File: config.mk
export PLATFORM = sky130hd
export DESIGN_NAME = link_recovery_wdog
export DESIGN_NICKNAME = d
export VERILOG_FILES = /design/src/rtl/lrw_pkg.sv /design/src/rtl/lrw_poll_sample.sv /design/src/rtl/lrw_link_delta.sv /design/src/rtl/lrw_interval_timer.sv /design/src/rtl/link_recovery_wdog.sv
export SDC_FILE = /design/constraint.sdc
export NUM_CORES = 1
export LEC_CHECK = 0
export CAP_MARGIN = 20
export CORE_AREA = 2 2 39 41
export CTS_CLUSTER_SIZE = 30
export DETAILED_ROUTE_END_ITERATION = 6
export DIE_AREA = 0 0 41 43
export PLACE_DENSITY = 0.6
export SYNTH_ARGS = -nofsm -noshare
export SYNTH_HDL_FRONTEND = slang
export SYNTH_SLANG_ARGS = --single-unit
File: constraint.sdc
create_clock -name clk -period 1.9 [get_ports clk]
set_clock_uncertainty 0.1 [all_clocks]
set_input_delay 0.19 -clock clk [delete_from_list [all_inputs] [get_ports clk]]
set_output_delay 0.19 -clock clk [all_outputs]
set_load 0.01 [all_outputs]
File: src/rtl/lrw_pkg.sv
package lrw_pkg;

   // One poll as seen by the sub-blocks
   typedef struct packed {
      logic poll;   // tick sampled high
      logic link;   // link_up at this poll
      logic hold;   // timer must restart (link up or loopback)
   } poll_t;

   // Width of a counter holding 0 .. n-1
   function automatic int unsigned cnt_width(int unsigned n);
      return (n < 2) ? 1 : $clog2(n);
   endfunction

endpackage

File: src/rtl/lrw_poll_sample.sv
module lrw_poll_sample
   import lrw_pkg::*;
(
   input  logic  tick,
   input  logic  link_up,
   input  logic  loopback_active,
   output poll_t poll_o
);

   always_comb begin
      poll_o.poll = tick;
      poll_o.link = link_up;
      poll_o.hold = link_up | loopback_active;
   end

endmodule

File: src/rtl/lrw_link_delta.sv
module lrw_link_delta (
   input  logic clk,
   input  logic rst_n,
   input  logic poll,
   input  logic link,
   output logic changed
);

   logic prev_q;
   logic chg_q;

   always_ff @(posedge clk) begin
      if (!rst_n) begin
         prev_q <= 1'b0;   // remembered state starts as down
         chg_q  <= 1'b0;
      end else begin
         chg_q <= poll & (link ^ prev_q);
         if (poll) prev_q <= link;
      end
   end

   assign changed = chg_q;

   // a change flag only follows a poll
   p_chg_after_poll_r9: assert property (@(posedge clk) disable iff (!rst_n)
      changed |-> $past(poll));

   // no poll, no flag in the following cycle
   p_quiet_between_r8: assert property (@(posedge clk) disable iff (!rst_n)
      !poll |=> !changed);

   // a poll with the same level as the one before gives no flag
   p_same_level_r7: assert property (@(posedge clk) disable iff (!rst_n)
      (poll && $past(poll) && link == $past(link)) |=> !changed);

endmodule

File: src/rtl/lrw_interval_timer.sv
module lrw_interval_timer #(
   parameter int unsigned INTERVAL_TICKS = 500
) (
   input  logic clk,
   input  logic rst_n,
   input  logic poll,
   input  logic hold,
   output logic fire
);

   logic fire_q;

   generate
      if (INTERVAL_TICKS < 1) begin : g_bad
         $error("lrw_interval_timer: INTERVAL_TICKS must be at least 1");
      end else if (INTERVAL_TICKS == 1) begin : g_every
         // every qualifying poll fires; no counter needed
         always_ff @(posedge clk) begin
            if (!rst_n) fire_q <= 1'b0;
            else        fire_q <= poll & ~hold;
         end
      end else begin : g_count
         localparam int unsigned CW = lrw_pkg::cnt_width(INTERVAL_TICKS);
         localparam logic [CW-1:0] LAST = CW'(INTERVAL_TICKS - 1);

         logic [CW-1:0] cnt_q;

         always_ff @(posedge clk) begin
            if (!rst_n) begin
               cnt_q  <= '0;
               fire_q <= 1'b0;
            end else begin
               fire_q <= 1'b0;
               if (poll) begin
                  if (hold) begin
                     cnt_q <= '0;
                  end else if (cnt_q >= LAST) begin
                     cnt_q  <= '0;
                     fire_q <= 1'b1;
                  end else begin
                     cnt_q <= cnt_q + 1'b1;
                  end
               end
            end
         end

         // a restarting poll leaves the count at zero
         p_restart_clears_r4: assert property (@(posedge clk) disable iff (!rst_n)
            (poll && hold) |=> (cnt_q == '0));

         // the count never reaches the interval
         p_count_bound_r2: assert property (@(posedge clk) disable iff (!rst_n)
            cnt_q <= LAST);

         // at least two polls between firings, so never two cycles high
         p_one_cycle_r3: assert property (@(posedge clk) disable iff (!rst_n)
            fire_q |=> !fire_q);

         // firing leaves the count restarted
         p_fire_restarts_r6: assert property (@(posedge clk) disable iff (!rst_n)
            fire_q |-> (cnt_q == '0));

         // without a poll the count holds
         p_hold_idle_r8: assert property (@(posedge clk) disable iff (!rst_n)
            !poll |=> $stable(cnt_q));
      end
   endgenerate

   assign fire = fire_q;

endmodule

File: src/rtl/link_recovery_wdog.sv
module link_recovery_wdog #(
   parameter int unsigned INTERVAL_TICKS = 500
) (
   input  logic clk,
   input  logic rst_n,
   input  logic tick,
   input  logic link_up,
   input  logic loopback_active,
   output logic recover_pulse,
   output logic link_changed
);

   import lrw_pkg::*;

   poll_t p;

   lrw_poll_sample u_sample (
      .tick            (tick),
      .link_up         (link_up),
      .loopback_active (loopback_active),
      .poll_o          (p)
   );

   lrw_interval_timer #(
      .INTERVAL_TICKS (INTERVAL_TICKS)
   ) u_timer (
      .clk   (clk),
      .rst_n (rst_n),
      .poll  (p.poll),
      .hold  (p.hold),
      .fire  (recover_pulse)
   );

   lrw_link_delta u_delta (
      .clk     (clk),
      .rst_n   (rst_n),
      .poll    (p.poll),
      .link    (p.link),
      .changed (link_changed)
   );

   // a pulse only follows a poll
   p_pulse_after_tick_r9: assert property (@(posedge clk) disable iff (!rst_n)
      recover_pulse |-> $past(tick));

   // no pulse from a poll that saw link up or a loopback
   p_no_pulse_held_r5: assert property (@(posedge clk) disable iff (!rst_n)
      recover_pulse |-> $past(!link_up && !loopback_active));

endmodule

==> out/results.tsv, run 1 <==
metric	value	unit
outcome	finished, final reports clean	
critPathMaxFanout	5	
finalCritPeriodShare	0.854	
die_x	41	um
yosys-top-cells-count	dfxtp_1 (12), nor2_1 (6), nand2_1 (5), o21ai_0 (5)	
cap_violations	0	
num_antenna_cells	0	
nets	72	
grt_pass1_wl	1.70	mm
critPathArrivalTime	1.72	ns
yosysMostFrequentCell	dfxtp_1	
final.setup.tns	0	ns
leakage	0.258	nW
dr.pass1.iters	4	
final_layout_size_suffix_gt1_frac	0.154	
grt-ovfl-total	0	
finalSetupViolCount	0	
vias	422	
die_height	43	um
grt_max_degree	10	
cts_root_buffer	clkbuf_4	
first_global_vias	432	
hold_class	register to register	
drt_iter0_drc	6	
finalHoldViolations	0	
rsz0062_at_grt	no	
post_cts_buffers	0	
setup.worst_path.start_class	register	
cts_sinks	12	
synthesis.nets	60	
syn_avg_cell_area	10.1	um2
dpl.hpwl	730	um
core_area	1380	um2
relSlewSlack	0.711	
cts_hold_repair.buffers	0	
initial_utilization	0.394	
power.total	0.500	mW
end_kind	register	
ys_seq_area_frac	0.440	
worstPathRequired	2.00	ns
cts_tree	done	
gp_congestion	0.692	
peakVddDrop	0.423	mV
critPathKind	register to register	
synth_top_area_frac	0.440	
flow.area_growth_from_synthesis	23.2	%
cts.repair.resized	0	
ant_nets	0	
fmax	616	MHz
port_buffers	6	
drv_slew	0	
min_period	1.62	ns
syn_inst	54	
placed_area	636	um2
synth_edf_count	0	
clkSlewWorstSetupHoldPaths	0.07	ns
ys.flop_type	dfxtp_1	
cts_inserted_buffers	3	
clock_path_buffers	2	
synth_cell_types	18	
track_usage	0.147	
antenna_found_initial	0	
synth_area_leaders	dfxtp_1 (44%), a2111oi_4 (5.0%), o311ai_4 (4.8%)	
synth_area_leader_cell	dfxtp_1	
worstMarginPinSlew	0.432	ns
wl_per_cell	12.2	um
placementRows	14	
wl	987	um
boundaryPins	7	
synth-seq-cells	12	
yosysWarnings	0	
htree_levels	1	
insertion_delay	0.27	ns
setup_ws	0.277	ns
design_area	672	um2
dieArea	1760	um2
synth.cell_area	546	um2
pre_cts_slack	0.271	ns
power_density	744	nW/um2
async_flop_share	0	
drc	0	
viasPerCell	5.21	
flip-flops by register name (all words and copies together), names as in the netlist:
register / flops
u_timer.g_count.cnt_q: 9
u_timer.fire: 1
u_delta.changed: 1
u_delta.prev_q: 1
cell families after synthesis:
family	share of synthesized area
buffers and inverters	0.00917
muxes	0.0367
DFF	0.440
adders and majority gates	0.0229
AOI/OAI and AO/OA	0.181
and+or+nand+nor	0.229
xor gates and xnor gates	0.0803
area by class of cell:
class / count / area [um2]
repair buffers: 8 / 75.1
flip-flops and latches: 12 / 240
clock buffers: 4 / 36.3
multi-input cells: 41 / 300
fillers: 131 / 712
well taps: 16 / 20.0
per-layer routing:
metal  track usage  part of all wire  routed length [um]  vias to the layer above
met3        0.0471             0.050                  49                        2
met2         0.209              0.45                 448                        6
met1         0.169              0.48                 469                      198
met5             0                 0                   0                        -
met4         0.120             0.019                  19                        0
li1              -                 -                   -                      216
where the power goes:
part | switching, mW | total, mW | internal (mW)
Clock | 0.0826 | 0.199 | 0.116
Combinational | 0.0190 | 0.0423 | 0.0233
Sequential | 0.00300 | 0.259 | 0.256
Total | 0.105 | 0.500 | 0.396
final timing paths:
check                                start                       end  slack (ns)  cells past startpoint
hold reg to reg   u_timer.g_count.cnt_q[7]  u_timer.g_count.cnt_q[7]        0.41                      2
setup reg to reg  u_timer.g_count.cnt_q[1]  u_timer.g_count.cnt_q[6]        0.28                      4
hold / removal    u_timer.g_count.cnt_q[7]  u_timer.g_count.cnt_q[7]        0.41                      2
setup / recovery  u_timer.g_count.cnt_q[1]  u_timer.g_count.cnt_q[6]        0.28                      4
placed cells by master, fill, tap and decap left out:
cell | synthesis | layout
dfxtp_1 | 12 | 12
nor2_1 | 6 | 6
clkdlybuf4s50_1 | 0 | 6
nand2_1 | 5 | 5
o21ai_0 | 5 | 5
or3_1 | 4 | 4
a21oi_1 | 4 | 4
xor2_1 | 3 | 3
clkbuf_4 | 0 | 3
nand4_2 | 2 | 2
xnor2_1 | 2 | 2
mux2i_1 | 2 | 2
nand4_1 | 2 | 2
buf_4 | 0 | 2
a2111oi_4 | 1 | 1
nor3_1 | 1 | 1
nor4bb_1 | 1 | 1
nor2b_1 | 1 | 1
o311ai_4 | 1 | 1
ha_1 | 1 | 1
clkbuf_8 | 0 | 1
worst max-delay path, stage by stage, from the launching register on:
cell and delay [ns]:
dfxtp_1 0.45, ha_1 0.28, nand4_1 0.23, or3_1 0.36
a21oi_1 0.14
stage by stage:
step | hold slack (ns) | std cells | utilization
detailed placement | 0.402 | 77 | 0.459
global placement | 0.391 | 77 | 0.459
floorplan | 0.218 | 54 | -
CTS | 0.413 | 81 | 0.486
global route | 0.438 | 81 | 0.486
finish | 0.414 | 81 | 0.486
(Power assumes the default switching activity.)
==> inputs of run 2 (changes only) <==
--- a/config.mk
+++ b/config.mk
@@ -10,7 +10,10 @@
 export CTS_CLUSTER_SIZE = 30
 export DETAILED_ROUTE_END_ITERATION = 6
 export DIE_AREA = 0 0 41 43
-export PLACE_DENSITY = 0.6
+export DONT_BUFFER_PORTS = 1
+export MAX_ROUTING_LAYER = met4
+export PLACE_DENSITY = 0.53
+export SKIP_LAST_GASP = 1
 export SYNTH_ARGS = -nofsm -noshare
 export SYNTH_HDL_FRONTEND = slang
 export SYNTH_SLANG_ARGS = --single-unit
==> out/results.tsv, run 2 (synthesized netlist as in run 1, its figures left out) <==
metric	value	unit	change
placementRows	14		unchanged
cp_num_buf_inv	0		unchanged
final_layout_size_suffix_gt1_frac	0.113		-0.0409
finalHoldViolations	0		unchanged
min_period	1.63	ns	+0.00491 ns
initial_utilization	0.394		unchanged
nets	70		-2.8%
crit_chain	ha_1, a2111oi_4, o311ai_4, nor2_1		
crit_start	u_timer.g_count.cnt_q[0]		
use_met2	0.169		-0.0406
dpl.hpwl	642	um	-12%
rr_worst_depth	4		unchanged
port_buffers	0		-6
cp_top_family	compound AO/OA/AOI/OAI gates		
drt_iter0_drc	2		-4
num_antenna_cells	0		unchanged
cts_sinks	12		unchanged
power_density	689	nW/um2	-7.5%
grt-ovfl-total	0		unchanged
wl_per_cell	12.0	um	-1.5%
final_cell_mix	dfxtp_1 (12), nor2_1 (6), dlygate4sd3_1 (6)		
fmax	614	MHz	-0.30%
insertion_delay	0.26	ns	about the same
cts_tree	done		
layout_commonest_cell	dfxtp_1		
htree_levels	1		unchanged
r2r-end	u_timer.g_count.cnt_q[1]		
cts_inserted_buffers	3		unchanged
drc	0		unchanged
die_height	43	um	unchanged
power.total	0.443	mW	-11%
leakage	0.247	nW	-4.2%
drv_slew	0		unchanged
register_area	240	um2	unchanged
slowest_delay	0.50	ns	+0.05 ns
wl	936	um	-5.2%
peakVddDrop	0.333	mV	-21%
critPathMaxFanout	9		+4
rrSetupSlack	0.27	ns	about the same
dr.pass1.iters	3		-1
holdPathEnd	u_timer.fire		
outcome	finished, final reports clean		
die_x	41	um	unchanged
hold_class	input port to register		
finalCritPeriodShare	0.857		+0.00259
largest_reg_flops	9		unchanged
hp-start	link_up		
worstPathRequired	1.94	ns	-0.06 ns
dieArea	1760	um2	unchanged
use_met3	0.0314		-0.0157
vias	414		-1.9%
viasPerCell	5.31		+1.9%
slowest_stage	o311ai_4		
grt_max_degree	10		unchanged
clock_path_buffers	2		unchanged
gp_congestion	0.640		-7.4%
relSlewSlack	0.689		-0.0224
ant_nets	0		unchanged
grt_pass1_wl	1.30	mm	-24%
critPathKind	register to register		
worstMarginPinSlew	0.466	ns	+0.0335 ns
hold_depth	2		unchanged
setup.worst_path.start_class	register		
multi_input_area	300	um2	unchanged
cap_violations	0		unchanged
cts_root_buffer	clkbuf_4		
boundaryPins	7		unchanged
final_util	0.465		-0.0208
flow.area_growth_from_synthesis	17.9	%	
final.setup.tns	0	ns	unchanged
critPathArrivalTime	1.67	ns	-0.05 ns
antenna_found_initial	0		unchanged
core_area	1380	um2	unchanged
first_global_vias	339		-22%
rsz0062_at_grt	no		
finalSetupViolCount	0		unchanged
r2r_start	u_timer.g_count.cnt_q[0]		
grtUsageMet1	0.124		-0.0452
grt-busiest-layer	met2		
end_kind	register		
num-fill-cells	139		+6.1%
track_usage	0.120		-0.0272
top_register	u_timer.g_count.cnt_q		
clkSlewWorstSetupHoldPaths	0.07	ns	about the same
## run 2: what timing repair did
action / in CTS / in global routing
resized for setup: 0 / 0
hold buffers: 5 / 1
endpoints found under the setup margin: 0 / 0
hold endpoints to repair: 4 / 1
setup buffers: 0 / 0
## run 2: worst max-delay path by stage
stage / end / cells past startpoint / slack, ns
6_report: u_timer.g_count.cnt_q[1] / 4 / 0.27
5_1_grt: u_timer.g_count.cnt_q[8] / 4 / 0.17
4_1_cts: u_timer.g_count.cnt_q[1] / 4 / 0.26
3_5_place_dp: u_timer.g_count.cnt_q[1] / 4 / 0.28
3_3_place_gp: u_timer.g_count.cnt_q[0] / 4 / 0.29
2_1_floorplan: u_timer.g_count.cnt_q[6] / 4 / 0.44
## run 2: metal layers
metal | wire length [um] | vias to the layer above
li1 | - | 212
met1 | 416 | 190
met2 | 444 | 8
met3 | 41 | 4
met4 | 34 | 0
met5 | 0 | -
## run 2: final cells by class
| cell class | count | area share |
|---|---|---|
| sequential | 12 | 0.374 |
| tap | 16 | 0.0311 |
| clock buffer | 3 | 0.0350 |
| timing repair buffer | 6 | 0.0934 |
| multi-input combinational | 41 | 0.467 |
## run 2: power breakdown
part,internal [mW],switching [mW]
registers,0.256,0.00588
logic,0.0195,0.0121
clock network,0.0732,0.0763
## run 2: worst register-to-register path, stage by stage, from the launching register on
cell	delay [ns]
dfxtp_1	0.45
ha_1	0.29
a2111oi_4	0.07
o311ai_4	0.50
nor2_1	0.10
## run 2: per-stage QoR
stage | area, um2 | hold slack (ns) | setup WS (ns) | std cells
finish | 643 | 0.0181 | 0.272 | 78
global route | 643 | 0.00271 | 0.174 | 78
CTS | 633 | 0.00828 | 0.257 | 77
detailed placement | 561 | 0.226 | 0.278 | 69
global placement | 561 | 0.238 | 0.290 | 69
floorplan | 546 | 0.218 | 0.438 | 54
